### src/rtl/pwl_temp_conv.sv
module pwl_temp_conv #(
  parameter int DIN_W    = 16,
  parameter int CODE_W   = 12,
  parameter int N_PTS    = 34,
  parameter int TEMP0    = -40000,
  parameter int STEP_MC  = 5000,
  parameter int INC_BASE = 100,
  parameter int DEC_TOP  = 4000,
  parameter int SLOPE    = 24
) (
  input  logic               clk,
  input  logic               rst_n,
  input  logic               start,
  input  logic               dec_mode,
  input  logic [DIN_W-1:0]   code_in,
  output logic               busy,
  output logic               done,
  output logic               err,
  output logic signed [31:0] result
);
  localparam int IDX_W = $clog2(N_PTS + 1);
  localparam int MW    = $clog2(STEP_MC + 1);
  localparam int NUM_W = DIN_W + MW;
  localparam int CNT_W = $clog2(NUM_W + 1);
  localparam logic [DIN_W-1:0] MASK = {{(DIN_W-CODE_W){1'b0}}, {CODE_W{1'b1}}};
  localparam logic [MW-1:0] STEP_V = MW'(STEP_MC);

  typedef enum logic [2:0] {S_IDLE, S_SRCH, S_MUL, S_DIV, S_FIN} st_t;

  function automatic logic [DIN_W-1:0] bp_code(input logic dm, input logic [IDX_W-1:0] i);
    int k;
    k = int'(i);
    if (dm) return DIN_W'(DEC_TOP - SLOPE * k - (k * k) / 2);
    return DIN_W'(INC_BASE + SLOPE * k + (k * k) / 2);
  endfunction

  st_t              st;
  logic [DIN_W-1:0] code_q, den_q;
  logic             mode_q;
  logic [IDX_W-1:0] lo, hi, idx, mid;
  logic [NUM_W-1:0] acc, mcand, nq, acc_nx;
  logic [MW-1:0]    mplier;
  logic [CNT_W-1:0] cnt;
  logic [DIN_W:0]   rem, trial;
  logic [DIN_W-1:0] c_lo, c_hi;
  logic             hit, go_up, empty, ge;

  assign mid    = IDX_W'((32'(lo) + 32'(hi)) >> 1);
  assign c_lo   = bp_code(mode_q, mid - IDX_W'(1));
  assign c_hi   = bp_code(mode_q, mid);
  assign hit    = mode_q ? (code_q >= c_hi && code_q < c_lo) : (code_q <= c_hi && code_q > c_lo);
  assign go_up  = mode_q ? (code_q < c_hi) : (code_q > c_hi);
  assign empty  = lo > hi;
  assign acc_nx = acc + (mplier[0] ? mcand : '0);
  assign trial  = {rem[DIN_W-1:0], nq[NUM_W-1]};
  assign ge     = rem[DIN_W] || (trial >= {1'b0, den_q});
  assign busy   = (st != S_IDLE);

  always_ff @(posedge clk or negedge rst_n) begin
    if (!rst_n) begin
      st <= S_IDLE; code_q <= '0; mode_q <= 1'b0; lo <= '0; hi <= '0; idx <= '0;
      den_q <= '0; acc <= '0; mcand <= '0; mplier <= '0; cnt <= '0; nq <= '0;
      rem <= '0; done <= 1'b0; err <= 1'b0; result <= '0;
    end else begin
      done <= 1'b0;
      case (st)
        S_IDLE: if (start) begin
          code_q <= code_in & MASK;
          mode_q <= dec_mode;
          lo     <= IDX_W'(1);
          hi     <= IDX_W'(N_PTS - 1);
          st     <= S_SRCH;
        end
        S_SRCH: begin
          if (empty) begin
            err  <= 1'b1;
            done <= 1'b1;
            st   <= S_IDLE;
          end else if (hit) begin
            idx    <= mid;
            mcand  <= NUM_W'(mode_q ? c_lo - code_q : code_q - c_lo);
            den_q  <= mode_q ? c_lo - c_hi : c_hi - c_lo;
            acc    <= '0;
            mplier <= STEP_V;
            cnt    <= '0;
            st     <= S_MUL;
          end else if (go_up) lo <= mid + IDX_W'(1);
          else hi <= mid - IDX_W'(1);
        end
        S_MUL: begin
          acc    <= acc_nx;
          mcand  <= mcand << 1;
          mplier <= mplier >> 1;
          cnt    <= cnt + CNT_W'(1);
          if (cnt == CNT_W'(MW - 1)) begin
            nq  <= acc_nx;
            rem <= '0;
            cnt <= '0;
            st  <= S_DIV;
          end
        end
        S_DIV: begin
          rem <= ge ? trial - {1'b0, den_q} : trial;
          nq  <= {nq[NUM_W-2:0], ge};
          cnt <= cnt + CNT_W'(1);
          if (cnt == CNT_W'(NUM_W - 1)) st <= S_FIN;
        end
        S_FIN: begin
          result <= TEMP0 + STEP_MC * (int'(idx) - 1) + int'(nq);
          err    <= 1'b0;
          done   <= 1'b1;
          st     <= S_IDLE;
        end
        default: st <= S_IDLE;
      endcase
    end
  end

  p_done_single_r8: assert property (@(posedge clk) disable iff (!rst_n) done |=> !done);
  p_busy_end_r8:    assert property (@(posedge clk) disable iff (!rst_n) $fell(busy) |-> done);
  p_accept_r7:      assert property (@(posedge clk) disable iff (!rst_n) (start && !busy) |=> busy);
  p_range_r5:       assert property (@(posedge clk) disable iff (!rst_n)
                      (done && !err) |-> (result >= TEMP0 && result <= TEMP0 + STEP_MC * (N_PTS - 1)));
  p_err_hold_r6:    assert property (@(posedge clk) disable iff (!rst_n) (done && err) |-> $stable(result));
endmodule

### config.mk
export PLATFORM = sky130hd
export DESIGN_NAME = pwl_temp_conv
export DESIGN_NICKNAME = d
export VERILOG_FILES = /design/src/rtl/pwl_temp_conv.sv
export SDC_FILE = /design/constraint.sdc
export NUM_CORES = 1
export LEC_CHECK = 0
export ABC_AREA = 1
export BUFFER_PORTS_ARGS = -buffer_cell sky130_fd_sc_hd__buf_2
export CORE_ASPECT_RATIO = 1.25
export CORE_MARGIN = 4
export CORE_UTILIZATION = 40
export DETAILED_ROUTE_END_ITERATION = 10
export PLACE_DENSITY = 0.62
export RECOVER_POWER = 25
export SYNTH_ARGS = -nofsm -noshare
export SYNTH_HDL_FRONTEND = slang
export SYNTH_SLANG_ARGS = --single-unit
### constraint.sdc
create_clock -name clk -period 10.7 [get_ports clk]
set_clock_uncertainty 0.2 [all_clocks]
set_input_delay 1.07 -clock clk [delete_from_list [all_inputs] [get_ports clk]]
set_output_delay 1.07 -clock clk [all_outputs]
set_load 0.01 [all_outputs]
After elaboration in Yosys (flattened, before gate mapping)
Index checks and enable logic that the tools add are counted.
{"block": "op_classes", "bitwise": 3, "order_cmp": 8, "reduce_logical": 19, "muxes": 48, "n_addsub": 23, "mul": 5, "n_eq_ne": 16}
{"op": "29-bit two-way mux", "n": 7}
{"op": "29-bit case mux with 2 select lines", "n": 3}
{"op": "16-bit two-way mux", "n": 5}
{"op": "16-bit subtractor", "n": 4}
{"op": "6-bit two-way mux", "n": 8}
{"op": "17-bit two-way mux", "n": 2}
{"op": "17-bit case mux with 2 select lines", "n": 1}
{"op": "13-bit by 16-bit adder with 16-bit output", "n": 2}
{"op": "12-bit by 16-bit greater-than comparator with 1-bit output", "n": 2}
{"op": "12-bit by 16-bit < comparator with 1-bit output", "n": 2}
{"op": "22-bit by 30-bit adder with 31-bit output", "n": 1}
{"op": "29-bit adder", "n": 1}
{"op": "13-bit two-way mux", "n": 2}
{"op": "13-bit case mux with 2 select lines", "n": 1}
{"op": "12-bit by 11-bit subtractor with 13-bit output (first input constant)", "n": 2}
{"op": "11-bit by 1-bit adder with 12-bit output", "n": 2}
{"op": "7-bit by 11-bit adder with 12-bit output (first input constant)", "n": 2}
{"op": "6-bit by 6-bit multiplier with 12-bit output", "n": 2}
{"op": "6-bit case mux with 2 select lines", "n": 2}
{"op": "17-bit by 21-bit adder with 22-bit output (first input constant)", "n": 1}
{"op": "11-bit by 7-bit multiplier with 18-bit output (first input constant)", "n": 1}
{"op": "2-bit != test (second input constant)", "n": 9}
{"op": "17-bit by 16-bit >= comparator with 1-bit output", "n": 1}
{"op": "12-bit by 16-bit subtractor with 17-bit output", "n": 1}
{"op": "34 further kinds", "n": 58}
{"block": "totals", "input_bits": 20, "ff_bits": 206, "out_inout_bits": 35}

Longest topological paths before layout
Gate-level depths: netlist (run 1).
{"block": "depth", "ltp_word": 14, "mapped_depth": 57}

Worst setup path after synthesis (run 1)
OpenSTA, ideal clock, no wires.
{"block": "synth_timing", "path_kind": "register to register", "startpoint": "register lo[0]", "endpoint": "register idx[4]", "setup_time_ns": 0.148, "arrival_ns": 8.241, "n_path_buf": 2, "path_stages_with_launch": 53, "synth_period_minus_slack_ns": 8.589, "setup_slack_ns": 2.111, "cell_sequence": "dfrtp_1 > ha_1 > inv_1 > fa_1 > inv_1 > nand2_1 > nand2_1 > and2_1 > or2_2 > nand2_1 > clkinv_1 > ha_1 > nand2_1 > nand2_1 > nand3_1 > nand2_1 > inv_1 > nand2_1 > [17 not listed] > nand2_1 > a21oi_1 > inv_1 > or2_2 > a32oi_1 > inv_1 > ha_1 > inv_1 > o31ai_1 > nand4_2 > nor2_2 > nand2_2 > nand2_4 > nand2_4 > buf_6 > buf_6 > nand2_1 > o21ai_1"}
{"block": "synth_via", "word_cells_on_any_way": 32}
{"element": "from (decl)", "line_no": "40", "rtl": "logic [IDX_W-1:0] lo, hi, idx, mid;"}
{"element": "from (signal assigned)", "line_no": "87", "rtl": "end else if (go_up) lo <= mid + IDX_W'(1);"}
{"element": "6-bit by 6-bit adder with 7-bit output (*)", "line_no": "48", "rtl": "assign mid = IDX_W'((32'(lo) + 32'(hi)) >> 1);"}
{"element": "named net mid[3]", "line_no": "40"}
{"element": "6-bit by 1-bit subtractor with 6-bit output", "line_no": "49", "rtl": "assign c_lo = bp_code(mode_q, mid - IDX_W'(1));"}
{"element": "2-bit by 6-bit multiplier with 8-bit output or 6-bit by 6-bit multiplier with 12-bit output (tied branches)", "line_no": "33, 34"}
{"element": "12-bit by 11-bit subtractor with 13-bit output or 11-bit by 1-bit adder with 12-bit output (tied branches)"}
{"element": "16-bit subtractor", "line_no": "33", "rtl": "if (dm) return DIN_W'(DEC_TOP - SLOPE * k - (k * k) / 2);"}
{"element": "16-bit two-way mux", "line_no": "33"}
{"element": "16-bit two-way mux", "line_no": "34", "rtl": "return DIN_W'(INC_BASE + SLOPE * k + (k * k) / 2);"}
{"element": "12-bit by 16-bit greater-than comparator with 1-bit output or 12-bit by 16-bit < comparator with 1-bit output (tied branches)", "line_no": "51", "rtl": "assign hit = mode_q ? (code_q >= c_hi && code_q < c_lo) : (code_q <= c_hi && code_q > c_lo);"}
{"element": "1-bit logical AND", "line_no": "51"}
{"element": "1-bit two-way mux (*)", "line_no": "51"}
{"element": "3-bit AND reduction (no line) (*)"}
{"element": "to (signal assigned)", "line_no": "80", "rtl": "idx <= mid;"}
{"element": "to (decl)", "line_no": "40"}
The timed path passes the listed nets; every way through them passes the cells marked *. The select of a mux whose other input is x is not followed.
A chain may end at the register's enable or synchronous reset.

Final worst setup path (run 1)
{"block": "layout_timing", "startpoint": "register hi[2]", "endpoint": "register lo[0]"}
{"block": "layout_via", "elab_chain_len": 12, "word_cells_on_any_way": 35}
{"element": "from (decl)", "line_no": "40"}
{"element": "from (signal assigned)", "line_no": "71", "rtl": "hi <= IDX_W'(N_PTS - 1);"}
{"element": "from (signal assigned)", "line_no": "88", "rtl": "else hi <= mid - IDX_W'(1);"}
{"element": "6-bit by 6-bit adder with 7-bit output", "line_no": "48"}
{"element": "6-bit by 1-bit subtractor with 6-bit output", "line_no": "49"}
{"element": "2-bit by 6-bit multiplier with 8-bit output or 6-bit by 6-bit multiplier with 12-bit output (tied branches)", "line_no": "33, 34"}
{"element": "12-bit by 11-bit subtractor with 13-bit output or 11-bit by 1-bit adder with 12-bit output (tied branches)"}
{"element": "16-bit subtractor", "line_no": "33"}
{"element": "16-bit two-way mux", "line_no": "33"}
{"element": "16-bit two-way mux", "line_no": "34"}
{"element": "12-bit by 16-bit greater-than comparator with 1-bit output or 12-bit by 16-bit < comparator with 1-bit output (tied branches)", "line_no": "51"}
{"element": "1-bit logical AND", "line_no": "51"}
{"element": "1-bit two-way mux", "line_no": "51"}
{"element": "2-bit != test (no line)"}
{"element": "5-bit AND reduction (no line) (*)"}
Every way passes the cells marked *; elsewhere a longest branch is shown, timed or not. The select of a mux whose other input is x is not followed.

==> results of run 1 <==
==> worst paths after layout <==
check,cells past startpoint,slack [ps],to
worst max register to register,51,990,lo[0]
max in group asynchronous,3,3390,den_q[8]
worst min register to register,2,270,result[26]
worst max-delay path,51,990,lo[0]
min in group asynchronous,1,2080,result[18]
worst min-delay path,2,270,result[26]
==> per-layer routing <==
layer / GRT usage / routed length, um / vias to the layer above
li1: - / - / 9311
met1: 0.231 / 22700 / 8660
met2: 0.369 / 28100 / 305
met3: 0.0168 / 1550 / 97
met4: 0.0658 / 1770 / 2
met5: 0 / 13 / -
==> cell families (layout without fill, tap and decap cells) <==
group	count (synthesis)	in the layout	synth area share
AOI/OAI and AO/OA	545	545	0.150
xor gates and xnor gates	143	143	0.0622
adders and majority gates	333	333	0.216
buffers and inverters	518	561	0.0989
DFF	204	204	0.248
muxes	2	2	0.000974
other	1	1	0.000182
and+or+nand+nor	1076	1076	0.223
==> cells in the final DEF, fill, tap and decap left out, drive strengths merged, types with 23 or more instances in the layout <==
cell	count
nand2	633
inv	440
ha	296
o21ai	213
a21oi	211
nand3	205
dfrtp	204
nor2	152
xor2	98
buf	71
xnor2	45
fa	37
clkbuf	35
nand4	29
nor3	23
==> layout make-up <==
class,count,area [sq um]
fillers,5145,28200
multi-input cells,2100,13500
well taps,658,823
repair buffers,75,450
flip-flops and latches,204,5100
clock inverters,13,250
inverters,442,1660
clock buffers,31,668
==> flip-flops by register name, summed over array words and instances, names as in the netlist, 6 cells and up <==
name	cells
lo	6
nq	29
idx	6
acc	29
den_q	15
mcand	29
hi	6
mplier	13
result	31
code_q	12
rem	17
==> worst max-delay path, delay by kind of cell, from the launching register on <==
kind                       cells  cell delay (ps)
adders and majority gates      8             3260
and+or+nand+nor               23             2740
AOI/OAI and AO/OA              6             1180
buffers and inverters         12             1100
xor gates and xnor gates       2              730
DFF                            1              390
==> per-stage QoR <==
step	setup WS (ps)	util	hold slack [ps]	cell area, sq um
final	986	0.443	270	22400
after global routing	116	0.443	295	22400
after CTS	557	0.443	276	22400
after detailed placement	592	0.424	260	21500
after global placement	819	0.424	258	21500
after floorplan	2110	-	247	20600
==> timing repair <==
item,in CTS,in global routing
gates resized for setup,0,7
setup buffers,0,0
hold buffers,0,0
hold endpoints to repair,0,0
endpoints found under the setup margin,0,97
==> impl_metrics.yaml, run 1 <==
run_status:
  status: "finished, violations left"
  violations: "max-capacitance violations, max-slew violations"
flow_run:
  max_cap_viol_count: 2
place:
  dp_hpwl_um: 42700
  dp_cells: 3479
  gp_congestion: 0.911
  portBuffers: 50
setup_path:
  end_kind: "flop"
  worst-setup-path-type: "reg2reg"
  crit_fanout: 14
  worst_path_max_delay_cell: "fa_1"
  critPathLaunch: "hi[2]"
  arrival_ps: 9950
  crit_required_ps: 10930
  slowest_delay_ps: 580
  cpMostUsedCell: "nand2_1"
  cp-start-kind: "flop"
  r2r_start: "hi[2]"
timing:
  max_slew_margin: -2.28
  tns_ps: 0
  period_share: 0.908
  timing.final.hold_violations: 0
  setup_viol: 0
  drv_slew: 141
  tightest_slew_ps: 4920
  fmax_ghz: 0.103
  rsz0062_at_grt: "false"
  layout_min_cycle_time_ps: 9710
global_routing:
  grt_pass1_vias: 18200
  grt_usage: 0.195
  antenna_found_initial: 1
  grt_first_pass_wirelength_um: 90000
  grt_max_degree: 92
  overflow: 0
clock_tree:
  htreeDepth: 1
  cts_tree: "done"
  cts_buffer_depth: 3
  cts_buffers: 25
  path_clk_slew_ps: 60
  root_buffer: "clkbuf_16"
  cts_sinks: 204
  clock_latency_ps: 540
cells_and_area:
  fin_nets: 3201
  diodes: 0
  area_growth_pct: 9.08
  drive_above_1_share: 0.0677
  final_cells: 3523
drt:
  drcViolationCount: 0
  drt_first_pass_iters: 5
  routed_wl_um: 54200
  via_per_inst: 5.22
  wl_per_cell_um: 15.4
  drtIter0Drc: 841
  vias: 18400
  ant_nets: 0
synth:
  synth.distinct_cells: 61
  synth.avg_cell_area_sq_um: 7.29
  yosys_warnings: 0
  synth-edff-count: 0
  ys.flop_type: "dfrtp_1"
  ys_top_cells_by_count: "622 x nand2_1, 425 x inv_1, 296 x ha_1"
  syn_nets: 3175
  synth.top_cells.by_area: "dfrtp_1 25%, ha_1 18%, nand2_1 11%"
  yosysMostFrequentCell: "nand2_1"
  ys_ff_latch: 204
  ys_seq_area_frac: 0.248
  synthArstFlopShare: 1.00
  syn_inst: 2822
  netlist.area_leader.share: 0.248
  netlist_area_sq_um: 20600
  yosys.area.top_type: "dfrtp_1"
floorplanning:
  dieArea_sq_um: 55100
  core_sq_um: 50600
  initial_core_util: 0.406
  ios: 55
  num_rows: 92
  die-width_um: 211
  die_y_um: 262
min_path:
  worst_hold_path_type: "reg2reg"
  min_from: "result[26]"
Power of run 1 is not shown: default switching activity piles up to over one toggle a cycle in this logic, so the estimate is an artifact.
==> run 2: changes to the inputs <==
--- a/config.mk
+++ b/config.mk
@@ -5,7 +5,6 @@
 export SDC_FILE = /design/constraint.sdc
 export NUM_CORES = 1
 export LEC_CHECK = 0
-export ABC_AREA = 1
 export BUFFER_PORTS_ARGS = -buffer_cell sky130_fd_sc_hd__buf_2
 export CORE_ASPECT_RATIO = 1.25
 export CORE_MARGIN = 4
==> run 2 against run 1 <==
Effect of this change:
- critical endpoint is now lo[2]
- largest cell class unchanged
- the flow still finishes with violations (max-capacitance violations, max-slew violations)
- final area fell by 1.9%
- register-to-register slack got worse by 360 ps
- sequential share of layout area rose by 0.45 points
- synthesized area fell by 2.5%
==> impl_metrics.yaml, run 2 <==
place:
  gp_congestion: 0.924
  portBuffers: 50
  dp_hpwl_um: 40100
synth:
  synth.avg_cell_area_sq_um: 8.52
  synth.distinct_cells: 82
  syn_inst: 2354
  synth.top_cells.by_area: "dfrtp_1 25%, ha_1 18%, inv_1 5.2%"
  netlist.area_leader.share: 0.255
  yosys_warnings: 0
  ys_ff_latch: 204
  netlist_area_sq_um: 20100
  yosysMostFrequentCell: "ha_1"
  synthArstFlopShare: 1.00
  syn_nets: 2707
  yosys.area.top_type: "dfrtp_1"
  ys_top_cells_by_count: "296 x ha_1, 276 x inv_1, 209 x nand2_1"
  ys_seq_area_frac: 0.255
  synth-edff-count: 0
  ys.flop_type: "dfrtp_1"
setup_path:
  critPathLaunch: "hi[1]"
  r2r_start: "hi[1]"
  worst-setup-path-type: "reg2reg"
  arrival_ps: 10310
  crit_required_ps: 10930
  crit_fanout: 8
  ff2ff_setup_slack_ps: 620
  rr_endpoint: "lo[2]"
  cp-endpoint: "lo[2]"
  cp-start-kind: "flop"
  slowest_delay_ps: 560
  worst_path_max_delay_cell: "fa_1"
  reg2reg_depth: 42
  end_kind: "flop"
drt:
  routed_wl_um: 51600
  drcViolationCount: 0
  ant_nets: 0
  vias: 16400
  drt_first_pass_iters: 5
  wl_per_cell_um: 16.9
  via_per_inst: 5.38
  drtIter0Drc: 927
min_path:
  worst_hold_path_type: "reg2reg"
  min_from: "result[4]"
  hold_depth: 2
global_routing:
  grt_usage: 0.189
  grt_max_degree: 78
  grt_pass1_vias: 16800
  overflow: 0
  grt_first_pass_wirelength_um: 85900
  antenna_found_initial: 0
floorplanning:
  core_sq_um: 49500
  dieArea_sq_um: 53800
  ios: 55
  initial_core_util: 0.405
  num_rows: 91
  die-width_um: 208
  die_y_um: 258
clock_tree:
  root_buffer: "clkbuf_16"
  path_clk_slew_ps: 60
  cts_buffers: 26
  cts_sinks: 204
  cts_tree: "done"
  htreeDepth: 1
  post_cts_buffers: 0
  clock_latency_ps: 550
  cts_buffer_depth: 3
cells_and_area:
  largest_reg_flops: 31
  mostFrequentLayoutCell: "ha_1"
  area_growth_pct: 9.71
  mostFrequentLayoutCells: "296 x ha_1, 276 x inv_1, 209 x nand2_1"
  fin_nets: 2737
  drive_above_1_share: 0.0703
  diodes: 0
  top_register: "result"
timing:
  fmax_ghz: 0.0992
  max_slew_margin: -1.77
  period_share: 0.942
  tns_ps: 0
  timing.final.hold_violations: 0
  tightest_slew_ps: 4160
  rsz0062_at_grt: "false"
  drv_slew: 225
  layout_min_cycle_time_ps: 10080
  setup_viol: 0
run_status:
  status: "finished, violations left"
  violations: "max-capacitance violations, max-slew violations"
flow_run:
  max_cap_viol_count: 4
## run 2: changes by cell type after synthesis, moves of 34 or more
cell / previous run / this run
inv_1: 425 / 276
nand2_1: 622 / 209
a22o_1: 2 / 36
a21oi_1: 201 / 138
a21o_1: 7 / 72
xnor2_1: 44 / 112
nand3_1: 200 / 35
## run 2: routing by layer
layer / global-route usage / wire length (um)
met5: 0 / 0
met4: 0.0595 / 1680
met3: 0.0151 / 1510
met2: 0.350 / 26400
met1: 0.232 / 22000
## run 2: area by class of cell
cell class	instances	area, sq um
Tap cell	651	815
Timing Repair Buffer	80	470
Clock buffer	32	724
Sequential cell	204	5110
Clock inverter	15	215
Multi-Input combinational cell	1795	13600
Fill cell	4841	27500
Inverter	277	1040
## run 2: cell families (layout without fill, tap and decap cells)
group,after synthesis,count (layout),share of synthesized area
AOI/OAI and AO/OA,677,677,0.224
xor gates and xnor gates,183,183,0.0829
adders and majority gates,333,333,0.222
buffers and inverters,355,404,0.0682
DFF,204,204,0.255
muxes,28,28,0.0147
other,1,1,0.000187
and+or+nand+nor,573,573,0.134
## run 2: how the worst min path moves through the flow
stage | slack, ps | endpoint
floorplan | 250 | nq[23]
CTS | 280 | result[27]
detailed placement | 260 | result[27]
global route | 300 | result[27]
global placement | 250 | result[4]
finish | 270 | result[4]
## run 2: timing repair
item | 4_1_cts | 5_1_grt
setup endpoints to repair | 0 | 78
hold buffers | 0 | 0
resized for setup | 0 | 6
## run 2: worst max-delay path: cells and delay by family, from the launching register on
family / cells / cell delay (ps)
xor gates and xnor gates: 3 / 680
adders and majority gates: 8 / 3060
and+or+nand+nor: 13 / 1830
buffers and inverters: 5 / 580
DFF: 1 / 380
AOI/OAI and AO/OA: 13 / 3240
## run 2: metrics by stage
| step | std cells | utilization | cell area, sq um | hold WS (ps) | setup WS [ps] |
|---|---|---|---|---|---|
| 4_1_cts | 3054 | 0.444 | 22000 | 278 | 393 |
| 3_3_place_gp | 3007 | 0.425 | 21100 | 253 | 723 |
| 6_report | 3054 | 0.444 | 22000 | 273 | 624 |
| 3_5_place_dp | 3007 | 0.425 | 21100 | 265 | 486 |
| 2_1_floorplan | 2354 | - | 20100 | 250 | 1380 |
| 5_1_grt | 3054 | 0.444 | 22000 | 300 | 27.8 |
Power of run 2 is left out for the same reason.
==> run 3: changes to the inputs <==
--- a/config.mk
+++ b/config.mk
@@ -8,9 +8,9 @@
 export BUFFER_PORTS_ARGS = -buffer_cell sky130_fd_sc_hd__buf_2
 export CORE_ASPECT_RATIO = 1.25
 export CORE_MARGIN = 4
-export CORE_UTILIZATION = 40
+export CORE_UTILIZATION = 45
 export DETAILED_ROUTE_END_ITERATION = 10
-export PLACE_DENSITY = 0.62
+export PLACE_DENSITY = 0.68
 export RECOVER_POWER = 25
 export SYNTH_ARGS = -nofsm -noshare
 export SYNTH_HDL_FRONTEND = slang
==> run 3 against run 2 <==
Effect of this change:
- the run still ends with max-capacitance violations, max-slew violations left
- fmax down 0.65%
- via count up 1.4%
- register-to-register slack lost 70 ps
- non-clock buffer count increased by 1
- count of clock-buffer cells in the layout shrank 2
- final cell count decreased by 2.8%
- largest cell class unchanged
==> impl_metrics.yaml, run 3 (synthesized netlist as in run 2, its figures left out) <==
run_status:
  status: "finished, violations left"
  violations: "max-capacitance violations, max-slew violations"
drt:
  routed_wl_um: 49800
  drt_first_pass_iters: 5
  wl_per_cell_um: 16.8
  drtIter0Drc: 783
  via_per_inst: 5.61
  drcViolationCount: 0
  ant_nets: 0
  vias: 16700
clock_tree:
  cts_buffers: 24
  clock_latency_ps: 550
  htreeDepth: 1
  path_clk_slew_ps: 60
  cts_buffer_depth: 3
  cts_sinks: 204
  root_buffer: "clkbuf_16"
  postCtsHoldBufs: 0
  cts_tree: "done"
cells_and_area:
  drive_above_1_share: 0.0709
  largest_reg_flops: 31
  mostFrequentLayoutCell: "ha_1"
  multi_input_area_sq_um: 13700
  diodes: 0
  top_register: "result"
  final_area_sq_um: 21800
  mostFrequentLayoutCells: "296 x ha_1, 276 x inv_1, 209 x nand2_1"
  final.fill_count: 4268
  fin_nets: 2737
  final-seq-area_sq_um: 5110
  area_growth_pct: 8.72
setup_path:
  worst_path_max_delay_cell: "fa_1"
  arrival_ps: 10370
  crit_fanout: 8
  end_kind: "flop"
  r2r_start: "hi[1]"
  cp-start-kind: "flop"
  critPathLaunch: "hi[1]"
  worst-setup-path-type: "reg2reg"
  crit_required_ps: 10920
  cpMostUsedCell: "nand2_1"
  slowest_delay_ps: 560
floorplanning:
  initial_core_util: 0.455
  ios: 55
  core_sq_um: 44100
  num_rows: 86
  die_y_um: 244
  die-width_um: 197
  dieArea_sq_um: 48000
place:
  pre_cts_ws_ps: 657
  dp_hpwl_um: 38800
  portBuffers: 50
  detailed_place.area_sq_um: 21000
  gp_congestion: 0.952
flow_run:
  max_cap_viol_count: 1
timing:
  tns_ps: 0
  setup_viol: 0
  layout_min_cycle_time_ps: 10140
  hold-worst-slack_ps: 274
  drv_slew: 100
  finalWorstSetupSlack_ps: 558
  rsz0062_at_grt: "true"
  period_share: 0.948
  tightest_slew_ps: 5530
  fmax_ghz: 0.0986
  timing.final.hold_violations: 0
  max_slew_margin: -2.69
global_routing:
  grt_first_pass_wirelength_um: 81600
  overflow: 0
  antenna_found_initial: 0
  grt_pass1_vias: 16600
  grt_max_degree: 100
  grt_usage: 0.202
min_path:
  worst_hold_path_type: "reg2reg"
  min_from: "result[0]"
==> run 3: final cells by class <==
type | count | area share
clock inverter | 10 | 0.00505
inverter | 277 | 0.0477
clock buffer | 30 | 0.0309
sequential | 204 | 0.234
timing repair buffer | 81 | 0.0228
multi-input combinational | 1796 | 0.627
tap | 572 | 0.0328
==> run 3: timing repair <==
item,CTS,global route
resized for setup,0,7
setup endpoints to repair,0,35
buffers inserted,0,3
==> run 3: layer usage <==
| layer | vias to the layer above | global-route usage | part of all wire |
|---|---|---|---|
| li1 | 8221 | - | - |
| met1 | 7991 | 0.241 | 0.41 |
| met2 | 343 | 0.367 | 0.51 |
| met3 | 110 | 0.0219 | 0.037 |
| met4 | 0 | 0.0851 | 0.042 |
| met5 | - | 0 | 0 |
==> run 3: through the flow <==
step,instances,util
6_report,2970,0.494
5_1_grt,2970,0.494
3_3_place_gp,2926,0.475
4_1_cts,2966,0.493
3_5_place_dp,2926,0.475
2_1_floorplan,2354,-
==> run 3: final timing paths <==
check	to	slack, ps	cells after the start
hold / removal	result[0]	270	2
setup / recovery	lo[2]	560	42
max in group asynchronous	mode_q	4400	1
setup reg to reg	lo[2]	560	42
hold reg to reg	result[0]	270	2
min in group asynchronous	result[16]	2320	1
==> run 3: critical path: cells and delay by family, from the launching register on <==
| kind | cells | cell delay (ps) |
|---|---|---|
| and+or+nand+nor | 14 | 1970 |
| adders and majority gates | 8 | 3160 |
| DFF | 1 | 390 |
| AOI/OAI and AO/OA | 12 | 2890 |
| xor gates and xnor gates | 4 | 970 |
| buffers and inverters | 4 | 430 |
Power of run 3 is left out for the same reason.
